==> config.mk <==
export PLATFORM = sky130hd
export DESIGN_NAME = tagged_sync_tx
export DESIGN_NICKNAME = d
export VERILOG_FILES = /design/src/rtl/tsx_pkg.sv /design/src/rtl/tsx_fifo.sv /design/src/rtl/tsx_hostif.sv /design/src/rtl/tsx_serializer.sv /design/src/rtl/tagged_sync_tx.sv
export SDC_FILE = /design/constraint.sdc
export NUM_CORES = 1
export LEC_CHECK = 0
export BUFFER_PORTS_ARGS = -buffer_cell sky130_fd_sc_hd__buf_2
export CAP_MARGIN = 10
export CORE_MARGIN = 2
export CORE_UTILIZATION = 50
export CTS_CLUSTER_SIZE = 30
export DETAILED_ROUTE_END_ITERATION = 12
export PLACE_DENSITY_LB_ADDON = 0.15
export SLEW_MARGIN = 20
export SYNTH_ARGS = -nofsm -noshare
export SYNTH_HDL_FRONTEND = slang
export SYNTH_SLANG_ARGS = --single-unit
==> constraint.sdc <==
create_clock -name clk -period 4.8 [get_ports clk]
set_clock_uncertainty 0.15 [all_clocks]
set_input_delay 1.2 -clock clk [delete_from_list [all_inputs] [get_ports clk]]
set_output_delay 1.2 -clock clk [all_outputs]
set_load 0.01 [all_outputs]
==> src/rtl/tsx_pkg.sv <==
package tsx_pkg;
    localparam int CHAR_W = 8;
    localparam int UNIT_W = 16;
    localparam logic [15:0] POLY_BYTE = 16'hA001;
    localparam logic [15:0] POLY_BIT  = 16'h8408;
    localparam logic [15:0] INIT_BYTE = 16'h0000;
    localparam logic [15:0] INIT_BIT  = 16'hFFFF;
    localparam logic [7:0]  FLAG_PAT  = 8'h7E;

    typedef struct packed {
        logic              som;
        logic              eom;
        logic [CHAR_W-1:0] chr;
    } tsx_entry_t;

    typedef enum logic [1:0] {ST_IDLE, ST_WAIT, ST_RUN} tsx_state_t;

    typedef enum logic [2:0] {K_DATA, K_SYNC, K_FLAG, K_CRC, K_ZERO} tsx_kind_t;

    function automatic logic [15:0] crc_step(input logic [15:0] c, input logic b,
                                             input logic [15:0] poly);
        return (c >> 1) ^ ((c[0] ^ b) ? poly : 16'h0000);
    endfunction
endpackage

==> src/rtl/tsx_fifo.sv <==
module tsx_fifo
    import tsx_pkg::*;
#(
    parameter int DEPTH = 64
) (
    input  logic       clk,
    input  logic       rst_n,
    input  logic       push_i,
    input  tsx_entry_t wdata_i,
    input  logic       pop_i,
    output tsx_entry_t head_o,
    output logic       empty_o,
    output logic       full_o
);
    localparam int AW = (DEPTH > 1) ? $clog2(DEPTH) : 1;
    localparam logic [AW:0]   FULL_CNT = (AW+1)'(DEPTH);
    localparam logic [AW-1:0] LAST_PTR = AW'(DEPTH - 1);

    typedef struct packed {
        logic [AW-1:0] wr;
        logic [AW-1:0] rd;
        logic [AW:0]   cnt;
    } fifo_st_t;

    fifo_st_t   q, d;
    tsx_entry_t mem [DEPTH];
    logic       do_push, do_pop;

    always_comb begin
        d       = q;
        full_o  = (q.cnt == FULL_CNT);
        empty_o = (q.cnt == '0);
        do_push = push_i && !full_o;
        do_pop  = pop_i && !empty_o;
        if (do_push) d.wr = (q.wr == LAST_PTR) ? '0 : q.wr + 1'b1;
        if (do_pop)  d.rd = (q.rd == LAST_PTR) ? '0 : q.rd + 1'b1;
        case ({do_push, do_pop})
            2'b10:   d.cnt = q.cnt + 1'b1;
            2'b01:   d.cnt = q.cnt - 1'b1;
            default: d.cnt = q.cnt;
        endcase
        head_o = mem[q.rd];
    end

    always_ff @(posedge clk) begin
        if (!rst_n) q <= '0;
        else        q <= d;
    end

    always_ff @(posedge clk) begin
        if (do_push) mem[q.wr] <= wdata_i;
    end

    a_r2_no_overflow: assert property (@(posedge clk) disable iff (!rst_n)
        q.cnt <= FULL_CNT);
    a_r2_pop_nonempty: assert property (@(posedge clk) disable iff (!rst_n)
        pop_i |-> !empty_o);
endmodule

==> src/rtl/tsx_hostif.sv <==
module tsx_hostif (
    input  logic clk,
    input  logic rst_n,
    input  logic ctl_wr_i,
    input  logic ctl_som_i,
    input  logic ctl_eom_i,
    input  logic data_wr_i,
    input  logic act_set_i,
    input  logic act_clr_i,
    output logic som_o,
    output logic eom_o,
    output logic active_o
);
    typedef struct packed {
        logic som;
        logic eom;
        logic active;
    } host_st_t;

    host_st_t q, d;

    always_comb begin
        d = q;
        if (data_wr_i) begin
            d.som = 1'b0;
            d.eom = 1'b0;
        end else if (ctl_wr_i) begin
            d.som = ctl_som_i;
            d.eom = ctl_eom_i;
        end
        if (act_set_i)      d.active = 1'b1;
        else if (act_clr_i) d.active = 1'b0;
    end

    always_ff @(posedge clk) begin
        if (!rst_n) q <= '0;
        else        q <= d;
    end

    assign som_o    = q.som;
    assign eom_o    = q.eom;
    assign active_o = q.active;

    a_r1_tags_clear: assert property (@(posedge clk) disable iff (!rst_n)
        data_wr_i |=> (!som_o && !eom_o));
    a_r12_active_sticky: assert property (@(posedge clk) disable iff (!rst_n)
        (active_o && !act_clr_i) |=> active_o);
endmodule

==> src/rtl/tsx_serializer.sv <==
module tsx_serializer
    import tsx_pkg::*;
(
    input  logic       clk,
    input  logic       rst_n,
    input  logic       mode_i,
    input  logic       crc_inv_i,
    input  logic       bit_tick_i,
    input  logic       cts_i,
    input  logic       mrdy_i,
    input  tsx_entry_t head_i,
    input  logic       empty_i,
    output logic       pop_o,
    output logic       start_o,
    output logic       txd_o,
    output logic       rts_o
);
    typedef struct packed {
        tsx_state_t        st;
        logic [UNIT_W-1:0] sh;
        logic [4:0]        cnt;
        tsx_kind_t         kind;
        logic [2:0]        ones;
        logic              stuff;
        logic [15:0]       crc;
        logic              open;
        logic              crc_next;
        logic              eom_seen;
        logic [CHAR_W-1:0] sync;
        logic              txd;
    } ser_st_t;

    ser_st_t           q, d;
    logic [UNIT_W-1:0] ld_sh;
    logic [4:0]        ld_n;
    tsx_kind_t         ld_kind;
    logic              go, bit_v;
    logic [15:0]       poly, init;

    always_comb begin
        d       = q;
        pop_o   = 1'b0;
        start_o = 1'b0;
        ld_sh   = q.sh;
        ld_n    = q.cnt;
        ld_kind = q.kind;
        go      = 1'b0;
        bit_v   = 1'b0;
        poly    = mode_i ? POLY_BIT : POLY_BYTE;
        init    = mode_i ? INIT_BIT : INIT_BYTE;
        case (q.st)
            ST_IDLE: begin
                if (!empty_i && head_i.som) begin
                    d.st    = ST_WAIT;
                    start_o = 1'b1;
                end
            end
            ST_WAIT: begin
                if (cts_i && mrdy_i) begin
                    d.st       = ST_RUN;
                    d.cnt      = '0;
                    d.stuff    = 1'b0;
                    d.ones     = '0;
                    d.open     = 1'b0;
                    d.crc_next = 1'b0;
                    d.eom_seen = 1'b0;
                end
            end
            ST_RUN: begin
                if (bit_tick_i) begin
                    if (q.stuff) begin
                        d.txd   = 1'b0;
                        d.stuff = 1'b0;
                        d.ones  = '0;
                    end else begin
                        go = 1'b1;
                        if (q.cnt == '0) begin
                            if (!mode_i && q.crc_next) begin
                                ld_sh      = q.crc ^ {16{crc_inv_i}};
                                ld_n       = 5'd16;
                                ld_kind    = K_CRC;
                                d.crc_next = 1'b0;
                                d.open     = 1'b0;
                                d.crc      = init;
                            end else if (!empty_i) begin
                                pop_o = 1'b1;
                                if (head_i.som && head_i.eom) begin
                                    ld_sh   = '0;
                                    ld_n    = 5'd16;
                                    ld_kind = K_ZERO;
                                end else if (head_i.som) begin
                                    ld_n       = 5'd8;
                                    d.crc      = init;
                                    d.open     = 1'b1;
                                    d.eom_seen = 1'b0;
                                    if (mode_i) begin
                                        ld_sh   = {8'h00, FLAG_PAT};
                                        ld_kind = K_FLAG;
                                    end else begin
                                        ld_sh   = {8'h00, head_i.chr};
                                        ld_kind = K_SYNC;
                                        d.sync  = head_i.chr;
                                    end
                                end else if (head_i.eom) begin
                                    if (!mode_i) begin
                                        ld_sh      = {8'h00, head_i.chr};
                                        ld_n       = 5'd8;
                                        ld_kind    = K_DATA;
                                        d.crc_next = 1'b1;
                                        d.open     = 1'b1;
                                    end else if (!q.eom_seen) begin
                                        ld_sh      = q.crc ^ {16{crc_inv_i}};
                                        ld_n       = 5'd16;
                                        ld_kind    = K_CRC;
                                        d.crc      = init;
                                        d.eom_seen = 1'b1;
                                    end else begin
                                        ld_sh      = {8'h00, FLAG_PAT};
                                        ld_n       = 5'd8;
                                        ld_kind    = K_FLAG;
                                        d.open     = 1'b0;
                                        d.eom_seen = 1'b0;
                                    end
                                end else begin
                                    ld_sh      = {8'h00, head_i.chr};
                                    ld_n       = 5'd8;
                                    ld_kind    = K_DATA;
                                    d.open     = 1'b1;
                                    d.eom_seen = 1'b0;
                                end
                            end else if (q.open) begin
                                ld_n = 5'd8;
                                if (mode_i) begin
                                    ld_sh   = {8'h00, FLAG_PAT};
                                    ld_kind = K_FLAG;
                                end else begin
                                    ld_sh   = {8'h00, q.sync};
                                    ld_kind = K_SYNC;
                                end
                            end else begin
                                go    = 1'b0;
                                d.st  = ST_IDLE;
                                d.txd = 1'b1;
                            end
                        end
                        if (go) begin
                            bit_v  = ld_sh[0];
                            d.txd  = bit_v;
                            d.sh   = ld_sh >> 1;
                            d.cnt  = ld_n - 5'd1;
                            d.kind = ld_kind;
                            if (ld_kind == K_DATA) d.crc = crc_step(d.crc, bit_v, poly);
                            if (mode_i && (ld_kind == K_DATA || ld_kind == K_CRC)) begin
                                if (bit_v) begin
                                    d.ones = q.ones + 3'd1;
                                    if (q.ones == 3'd4) d.stuff = 1'b1;
                                end else begin
                                    d.ones = '0;
                                end
                            end else begin
                                d.ones = '0;
                            end
                        end
                    end
                end
            end
            default: d.st = ST_IDLE;
        endcase
    end

    always_ff @(posedge clk) begin
        if (!rst_n) begin
            q      <= '0;
            q.st   <= ST_IDLE;
            q.kind <= K_DATA;
            q.txd  <= 1'b1;
        end else begin
            q <= d;
        end
    end

    assign txd_o = q.txd;
    assign rts_o = (q.st != ST_IDLE);

    a_r4_line_gate: assert property (@(posedge clk) disable iff (!rst_n)
        $rose(q.st == ST_RUN) |-> $past(cts_i && mrdy_i));
    a_r9_stuff_is_zero: assert property (@(posedge clk) disable iff (!rst_n)
        (q.st == ST_RUN && q.stuff && bit_tick_i) |=> !txd_o);
    a_r9_ones_bound: assert property (@(posedge clk) disable iff (!rst_n)
        q.ones <= 3'd5);
    a_r3_idle_mark: assert property (@(posedge clk) disable iff (!rst_n)
        (q.st == ST_IDLE) |-> txd_o);
endmodule

==> src/rtl/tagged_sync_tx.sv <==
module tagged_sync_tx
    import tsx_pkg::*;
#(
    parameter int FIFO_DEPTH = 64
) (
    input  logic       clk,
    input  logic       rst_n,
    input  logic       bit_mode,
    input  logic       crc_invert,
    input  logic       ctl_wr,
    input  logic       ctl_som,
    input  logic       ctl_eom,
    input  logic       data_wr,
    input  logic [7:0] data_in,
    output logic       tx_ready,
    input  logic       act_clear,
    output logic       tx_active,
    input  logic       bit_tick,
    input  logic       cts,
    input  logic       modem_rdy,
    output logic       txd,
    output logic       rts
);
    logic       tag_som, tag_eom, start, pop, empty, full;
    tsx_entry_t wentry, head;

    assign wentry   = '{som: tag_som, eom: tag_eom, chr: data_in};
    assign tx_ready = !full;

    tsx_hostif u_host (
        .clk      (clk),
        .rst_n    (rst_n),
        .ctl_wr_i (ctl_wr),
        .ctl_som_i(ctl_som),
        .ctl_eom_i(ctl_eom),
        .data_wr_i(data_wr),
        .act_set_i(start),
        .act_clr_i(act_clear),
        .som_o    (tag_som),
        .eom_o    (tag_eom),
        .active_o (tx_active)
    );

    tsx_fifo #(.DEPTH(FIFO_DEPTH)) u_fifo (
        .clk    (clk),
        .rst_n  (rst_n),
        .push_i (data_wr),
        .wdata_i(wentry),
        .pop_i  (pop),
        .head_o (head),
        .empty_o(empty),
        .full_o (full)
    );

    tsx_serializer u_ser (
        .clk       (clk),
        .rst_n     (rst_n),
        .mode_i    (bit_mode),
        .crc_inv_i (crc_invert),
        .bit_tick_i(bit_tick),
        .cts_i     (cts),
        .mrdy_i    (modem_rdy),
        .head_i    (head),
        .empty_i   (empty),
        .pop_o     (pop),
        .start_o   (start),
        .txd_o     (txd),
        .rts_o     (rts)
    );
endmodule

==> flow_metrics.tcl, run 1 <==
set metrics [dict create \
    syn_area_sq_mm 0.02960 \
    critical_path_cell_count 11 \
    setup_viol 0 \
    post-dp-hpwl_microns 42130 \
    placed_cells 2495 \
    path_clk_slew_ns 0.06 \
    setup-tns-final_ns 0 \
    clock-sinks 725 \
    grtUsageTotal_pct 22.29 \
    cp-end-kind "register" \
    reg2reg_slack_ns 0.23 \
    cp_top_family "compound AO/OA/AOI/OAI gates" \
    synth.distinct_cells 73 \
    die_x_microns 247.3 \
    critPathSlowestCell "dfxtp_4" \
    htree_levels 3 \
    layout.cells.non_filler 2627 \
    top_layer "met4" \
    die_y_microns 247.3 \
    clock_latency_ns 0.62 \
    drive_gt1_share_pct 22.72 \
    grt_pass1_vias 15460 \
    grt_max_degree 68 \
    detail-route-antenna-nets 0 \
    wl_per_cell_microns 25.42 \
    path_cells "buf_12 > mux4_2 > mux2i_1 > a2bb2oi_1 > a32oi_2 > a21oi_2 > a211oi_2 > o21ai_1 > nand4b_4 > a21oi_2 > o221a_1" \
    rows 89 \
    postCtsHoldBufs 0 \
    tightest_slew_ns 0.9185 \
    path_buf_inv 1 \
    fmax_ghz 0.2189 \
    peakVddDrop_mv 0.3088 \
    io_buffers 23 \
    drt-initial-drc-count 1536 \
    area_growth_pct 12.69 \
    netlist_top_cells_area "edfxtp_1 65%, mux4_2 13%, dfxtp_1 5.7%, mux2i_1 2.1%, nor2_1 2.0%" \
    path_max_fanout 35 \
    async_reset_ff_share_pct 0 \
    reg2regPathDepth 11 \
    core_area_sq_mm 0.05880 \
    hold_end "u_ser.txd_o$_SDFFE_PN1P_" \
    status "complete, no violations" \
    antenna_found_initial 1 \
    syn_avg_cell_area_sq_um 17.41 \
    cts_resized 0 \
    regArea_sq_mm 0.02094 \
    syn-num-nets 1735 \
    routed_wl_microns 66770 \
    ys_warn_count 0 \
    netlist_instances 1700 \
    dieArea_sq_mm 0.06117 \
    route.detailed.drc 0 \
    drt-met1-wl_microns 29700 \
    fillers 4482 \
    required_ns 5.20 \
    relSlewSlack_pct 38.61 \
    multi_input_area_sq_mm 0.008154 \
    cts_tree "done" \
    leakage_nw 10.70 \
    ys_ff_latch 725 \
    hold_depth 1 \
    cp_slowest_stage_delay_ns 0.78 \
    r2r-end "u_ser.q[17]$_SDFFE_PN0P_" \
    met3WireLength_microns 4086 \
    gp_congestion 0.8439 \
    start_kind "register" \
    grt_pass1_wl_microns 100100 \
    num_vias 15720 \
    synth_top_area_cell "edfxtp_1" \
    period_share_pct 95.18 \
    synth_most_common_cell "edfxtp_1" \
    cp.arrival_ns 4.97 \
    rsz0062_at_grt "false" \
    slew_viol_final 0 \
    power_per_cell_area_mw_per_mm2 386.5 \
    drt-vias-per-instance 5.985 \
    path_class "reg -> reg" \
    overflow 0 \
    start_util_pct 50.35 \
    netlist_top_cells_count "640 x edfxtp_1, 172 x mux4_2, 155 x nor2_1, 85 x dfxtp_1, 74 x nand2_1" \
    hp-class "reg -> reg" \
    first_pass_iters 7 \
    met2_wirelength_microns 31200 \
    cts_root_buf "clkbuf_16" \
    synthFlopType "edfxtp_1" \
    cts_setup_buffers 0 \
    min_from "u_ser.txd_o$_SDFFE_PN1P_" \
    cts_buffers 76 \
    fin_nets 1835 \
    utilization_pct 56.74 \
    yosysSeqAreaShare_pct 70.66 \
    clock_path_buffers 3 \
    finalCriticalPeriod_ns 4.569 \
    boundaryPins 24 \
    hold_viol 0 \
    synth_edf_count 640 \
    maxCapViolCount 0 \
    synth_top_area_share_pct 64.92 \
    cpMostUsedCell "a21oi_2" \
]
stage by stage:
step	hold WS, ns	power (mW)	setup slack (ns)	cell area (sq um)
5_1_grt	0.3522	13.28	0.02028	33360
2_1_floorplan	0.3068	7.268	0.6910	29600
3_5_place_dp	0.3065	7.452	0.2059	31020
4_1_cts	0.3212	12.99	0.1691	33340
3_3_place_gp	0.2950	7.441	0.3314	31020
6_report	0.3180	12.89	0.2313	33360
worst reg2reg max path: cells and delay by family (launching register included):
| family | cells | cell delay, ns |
|---|---|---|
| simple gates | 1 | 0.36 |
| flops | 1 | 0.78 |
| mux | 2 | 0.81 |
| buf+inv | 1 | 0.33 |
| compound gates | 7 | 2.08 |
how the worst max path moves through the flow:
| stage | startpoint | end | slack (ns) |
|---|---|---|---|
| finish | register | u_ser.q[17]$_SDFFE_PN0P_ | 0.23 |
| global route | register | u_ser.q[17]$_SDFFE_PN0P_ | 0.02 |
| CTS | register | u_ser.q[12]$_SDFFE_PN0P_ | 0.17 |
| detailed placement | register | u_ser.q[12]$_SDFFE_PN0P_ | 0.21 |
| global placement | register | u_ser.q[25]$_SDFFE_PN0P_ | 0.33 |
| floorplan | bit_mode | u_fifo.q[6]$_SDFFE_PN0P_ | 0.69 |
final cells by class:
| cell class | instances | area share, % |
|---|---|---|
| clock inverters | 32 | 0.9413 |
| flip-flops and latches | 725 | 62.76 |
| clock buffers | 99 | 6.023 |
| diodes | 1 | 0.007501 |
| inverters | 24 | 0.2700 |
| well taps | 773 | 2.899 |
| repair buffers | 119 | 2.655 |
| multi-input cells | 854 | 24.44 |
registers in the layout, indices dropped and copies added (netlist names), named ones only:
name	count
u_fifo.mem	640
u_fifo.q	19
u_host.active_o	1
u_host.eom_o	1
u_host.som_o	1
u_ser.q	56
u_ser.txd_o	1
power breakdown:
group          switching [mW]  total, mW  internal [mW]
sequential             0.0238       6.89           6.87
combinational           0.294      0.424          0.130
clock                    2.35       5.58           3.22
cell families after synthesis:
group | after synthesis | synth area share [%]
flip-flops | 725 | 70.66
multiplexers | 236 | 15.26
AO/OA/AOI/OAI | 245 | 5.668
adder cells (fa/ha/maj) | 15 | 0.6593
buffers and inverters | 121 | 1.796
XOR/XNOR | 35 | 1.035
AND/OR/NAND/NOR | 323 | 4.915
placed cells by master, fill, tap and decap left out, drive strengths merged, types with 14 or more instances in the layout:
cell type / instances
nand2: 74
xnor2: 16
ha: 14
o21ai: 56
inv: 27
buf: 119
edfxtp: 640
clkinv: 23
o211ai: 14
mux2i: 61
a21oi: 63
mux4: 172
nor2b: 19
clkbuf: 99
nand3: 21
a31oi: 14
nor2: 155
xor2: 19
o21a: 14
dfxtp: 85
per-layer routing:
layer,track usage [%],vias to the layer above
met5,0,-
met4,6.675,0
met3,3.774,107
met2,34.60,503
met1,32.74,8135
li1,-,6977
Note: power is estimated with default switching activity, not from simulation.
==> inputs of run 2 (changes only) <==
MAX_ROUTING_LAYER = met4   (was unset)
SKIP_CTS_REPAIR_TIMING = 1   (was unset)
==> run 2 against run 1 <==
Cell area barely moved; global-route usage rose by 0.71 points; sequential share of layout area barely moved; worst setup slack barely moved; register-to-register slack barely moved; critical path depth did not move; largest cell class unchanged.
==> flow_metrics.tcl, run 2 (synthesized netlist as in run 1, its figures left out) <==
set metrics [dict create \
    status "complete, no violations" \
    clock-sinks 725 \
    drive_gt1_share_pct 22.72 \
    required_ns 5.19 \
    dieArea_sq_mm 0.06117 \
    relSlewSlack_pct 39.28 \
    overflow 0 \
    die_x_microns 247.3 \
    clock_path_buffers 3 \
    first_pass_iters 6 \
    post-dp-hpwl_microns 42130 \
    placed_cells 2495 \
    gp_congestion 0.8580 \
    num_vias 15820 \
    largestRegisters "u_fifo.mem (640), u_ser.q (56), u_fifo.q (19)" \
    whs_ns 0.3174 \
    tightest_slew_ns 0.9086 \
    power_per_cell_area_mw_per_mm2 386.4 \
    peakVddDrop_mv 0.3087 \
    layout.cells.non_filler 2626 \
    core_area_sq_mm 0.05880 \
    antenna_found_initial 1 \
    rsz0062_at_grt "false" \
    htree_levels 3 \
    cp-end-kind "register" \
    routed_wl_microns 66910 \
    period_share_pct 95.19 \
    area_growth_pct 12.68 \
    grt_max_degree 68 \
    utilization_pct 56.74 \
    grt_pass1_wl_microns 100100 \
    n_antenna_cell 0 \
    setup_viol 0 \
    total_power_mw 12.89 \
    drt-vias-per-instance 6.023 \
    die_y_microns 247.3 \
    hp-class "reg -> reg" \
    cp.arrival_ns 4.96 \
    start_kind "register" \
    path_clk_slew_ns 0.06 \
    drt-initial-drc-count 1533 \
    wl_per_cell_microns 25.48 \
    route.detailed.drc 0 \
    top_register "u_fifo.mem" \
    boundaryPins 24 \
    grtUsageTotal_pct 23.00 \
    reg2reg_slack_ns 0.23 \
    cts_buffers 76 \
    clock_latency_ns 0.61 \
    cts_tree "done" \
    setup-tns-final_ns 0 \
    hold_viol 0 \
    path_class "reg -> reg" \
    rows 89 \
    final_common_cell "edfxtp_1" \
    path_max_fanout 35 \
    slew_viol_final 0 \
    finalCriticalPeriod_ns 4.569 \
    cts_root_buf "clkbuf_16" \
    io_buffers 23 \
    leakage_nw 10.70 \
    largest_reg_flops 640 \
    maxCapViolCount 0 \
    fmax_ghz 0.2189 \
    grt_pass1_vias 15460 \
    final_cell_mix "640 x edfxtp_1, 172 x mux4_2, 155 x nor2_1, 98 x buf_4, 80 x dfxtp_1" \
    detail-route-antenna-nets 0 \
    fin_nets 1835 \
    start_util_pct 50.35 \
]
## run 2: cell types whose count changed in the layout (fill, tap and decap cells not counted)
cell	before	now
diode_2	1	0
## run 2: layout make-up
| class | count | area, sq um |
|---|---|---|
| clock buffers | 99 | 2009 |
| clock inverters | 32 | 314.1 |
| flip-flops and latches | 725 | 20940 |
| repair buffers | 119 | 885.9 |
| inverters | 24 | 90.09 |
| multi-input cells | 854 | 8154 |
| well taps | 773 | 967.2 |
| fillers | 4483 | 25440 |
## run 2: worst max-delay path, cell delays in order, from the launching register on
cell and delay, ns:
dfxtp_4 0.78, buf_12 0.33, mux4_2 0.53, mux2i_1 0.24, a2bb2oi_1 0.21, a32oi_2 0.38, a21oi_2 0.17, a211oi_2 0.32
o21ai_1 0.23, nand4b_4 0.36, a21oi_2 0.51, o221a_1 0.26
## run 2: stage by stage
stage	area [sq um]	setup slack (ns)
6_report	33360	0.2308
2_1_floorplan	29600	0.6910
3_5_place_dp	31020	0.2059
4_1_cts	33340	0.1691
5_1_grt	33360	0.01993
3_3_place_gp	31020	0.3314
## run 2: final timing paths
check                      startpoint                  endpoint  cells past startpoint
min          u_ser.txd_o$_SDFFE_PN1P_  u_ser.txd_o$_SDFFE_PN1P_                      1
min reg2reg  u_ser.txd_o$_SDFFE_PN1P_  u_ser.txd_o$_SDFFE_PN1P_                      1
max                          register  u_ser.q[20]$_SDFFE_PN0P_                     11
max reg2reg                  register  u_ser.q[20]$_SDFFE_PN0P_                     11
## run 2: metal layers
metal / share of wire [%] / routed length [microns] / global-route usage, %
met4: 2.7 / 1814 / 6.763
met1: 45 / 29920 / 32.66
met2: 47 / 31170 / 34.54
met3: 6.0 / 4006 / 3.968
met5: 0 / 0 / -
## run 2: power breakdown
| group | switching (mW) | leakage (nW) | total (mW) | internal [mW] |
|---|---|---|---|---|
| sequential | 0.0236 | 6.57 | 6.89 | 6.87 |
| clock | 2.35 | 1.13 | 5.57 | 3.22 |
| combinational | 0.296 | 3.00 | 0.426 | 0.130 |
| total | 2.67 | 10.7 | 12.9 | 10.2 |
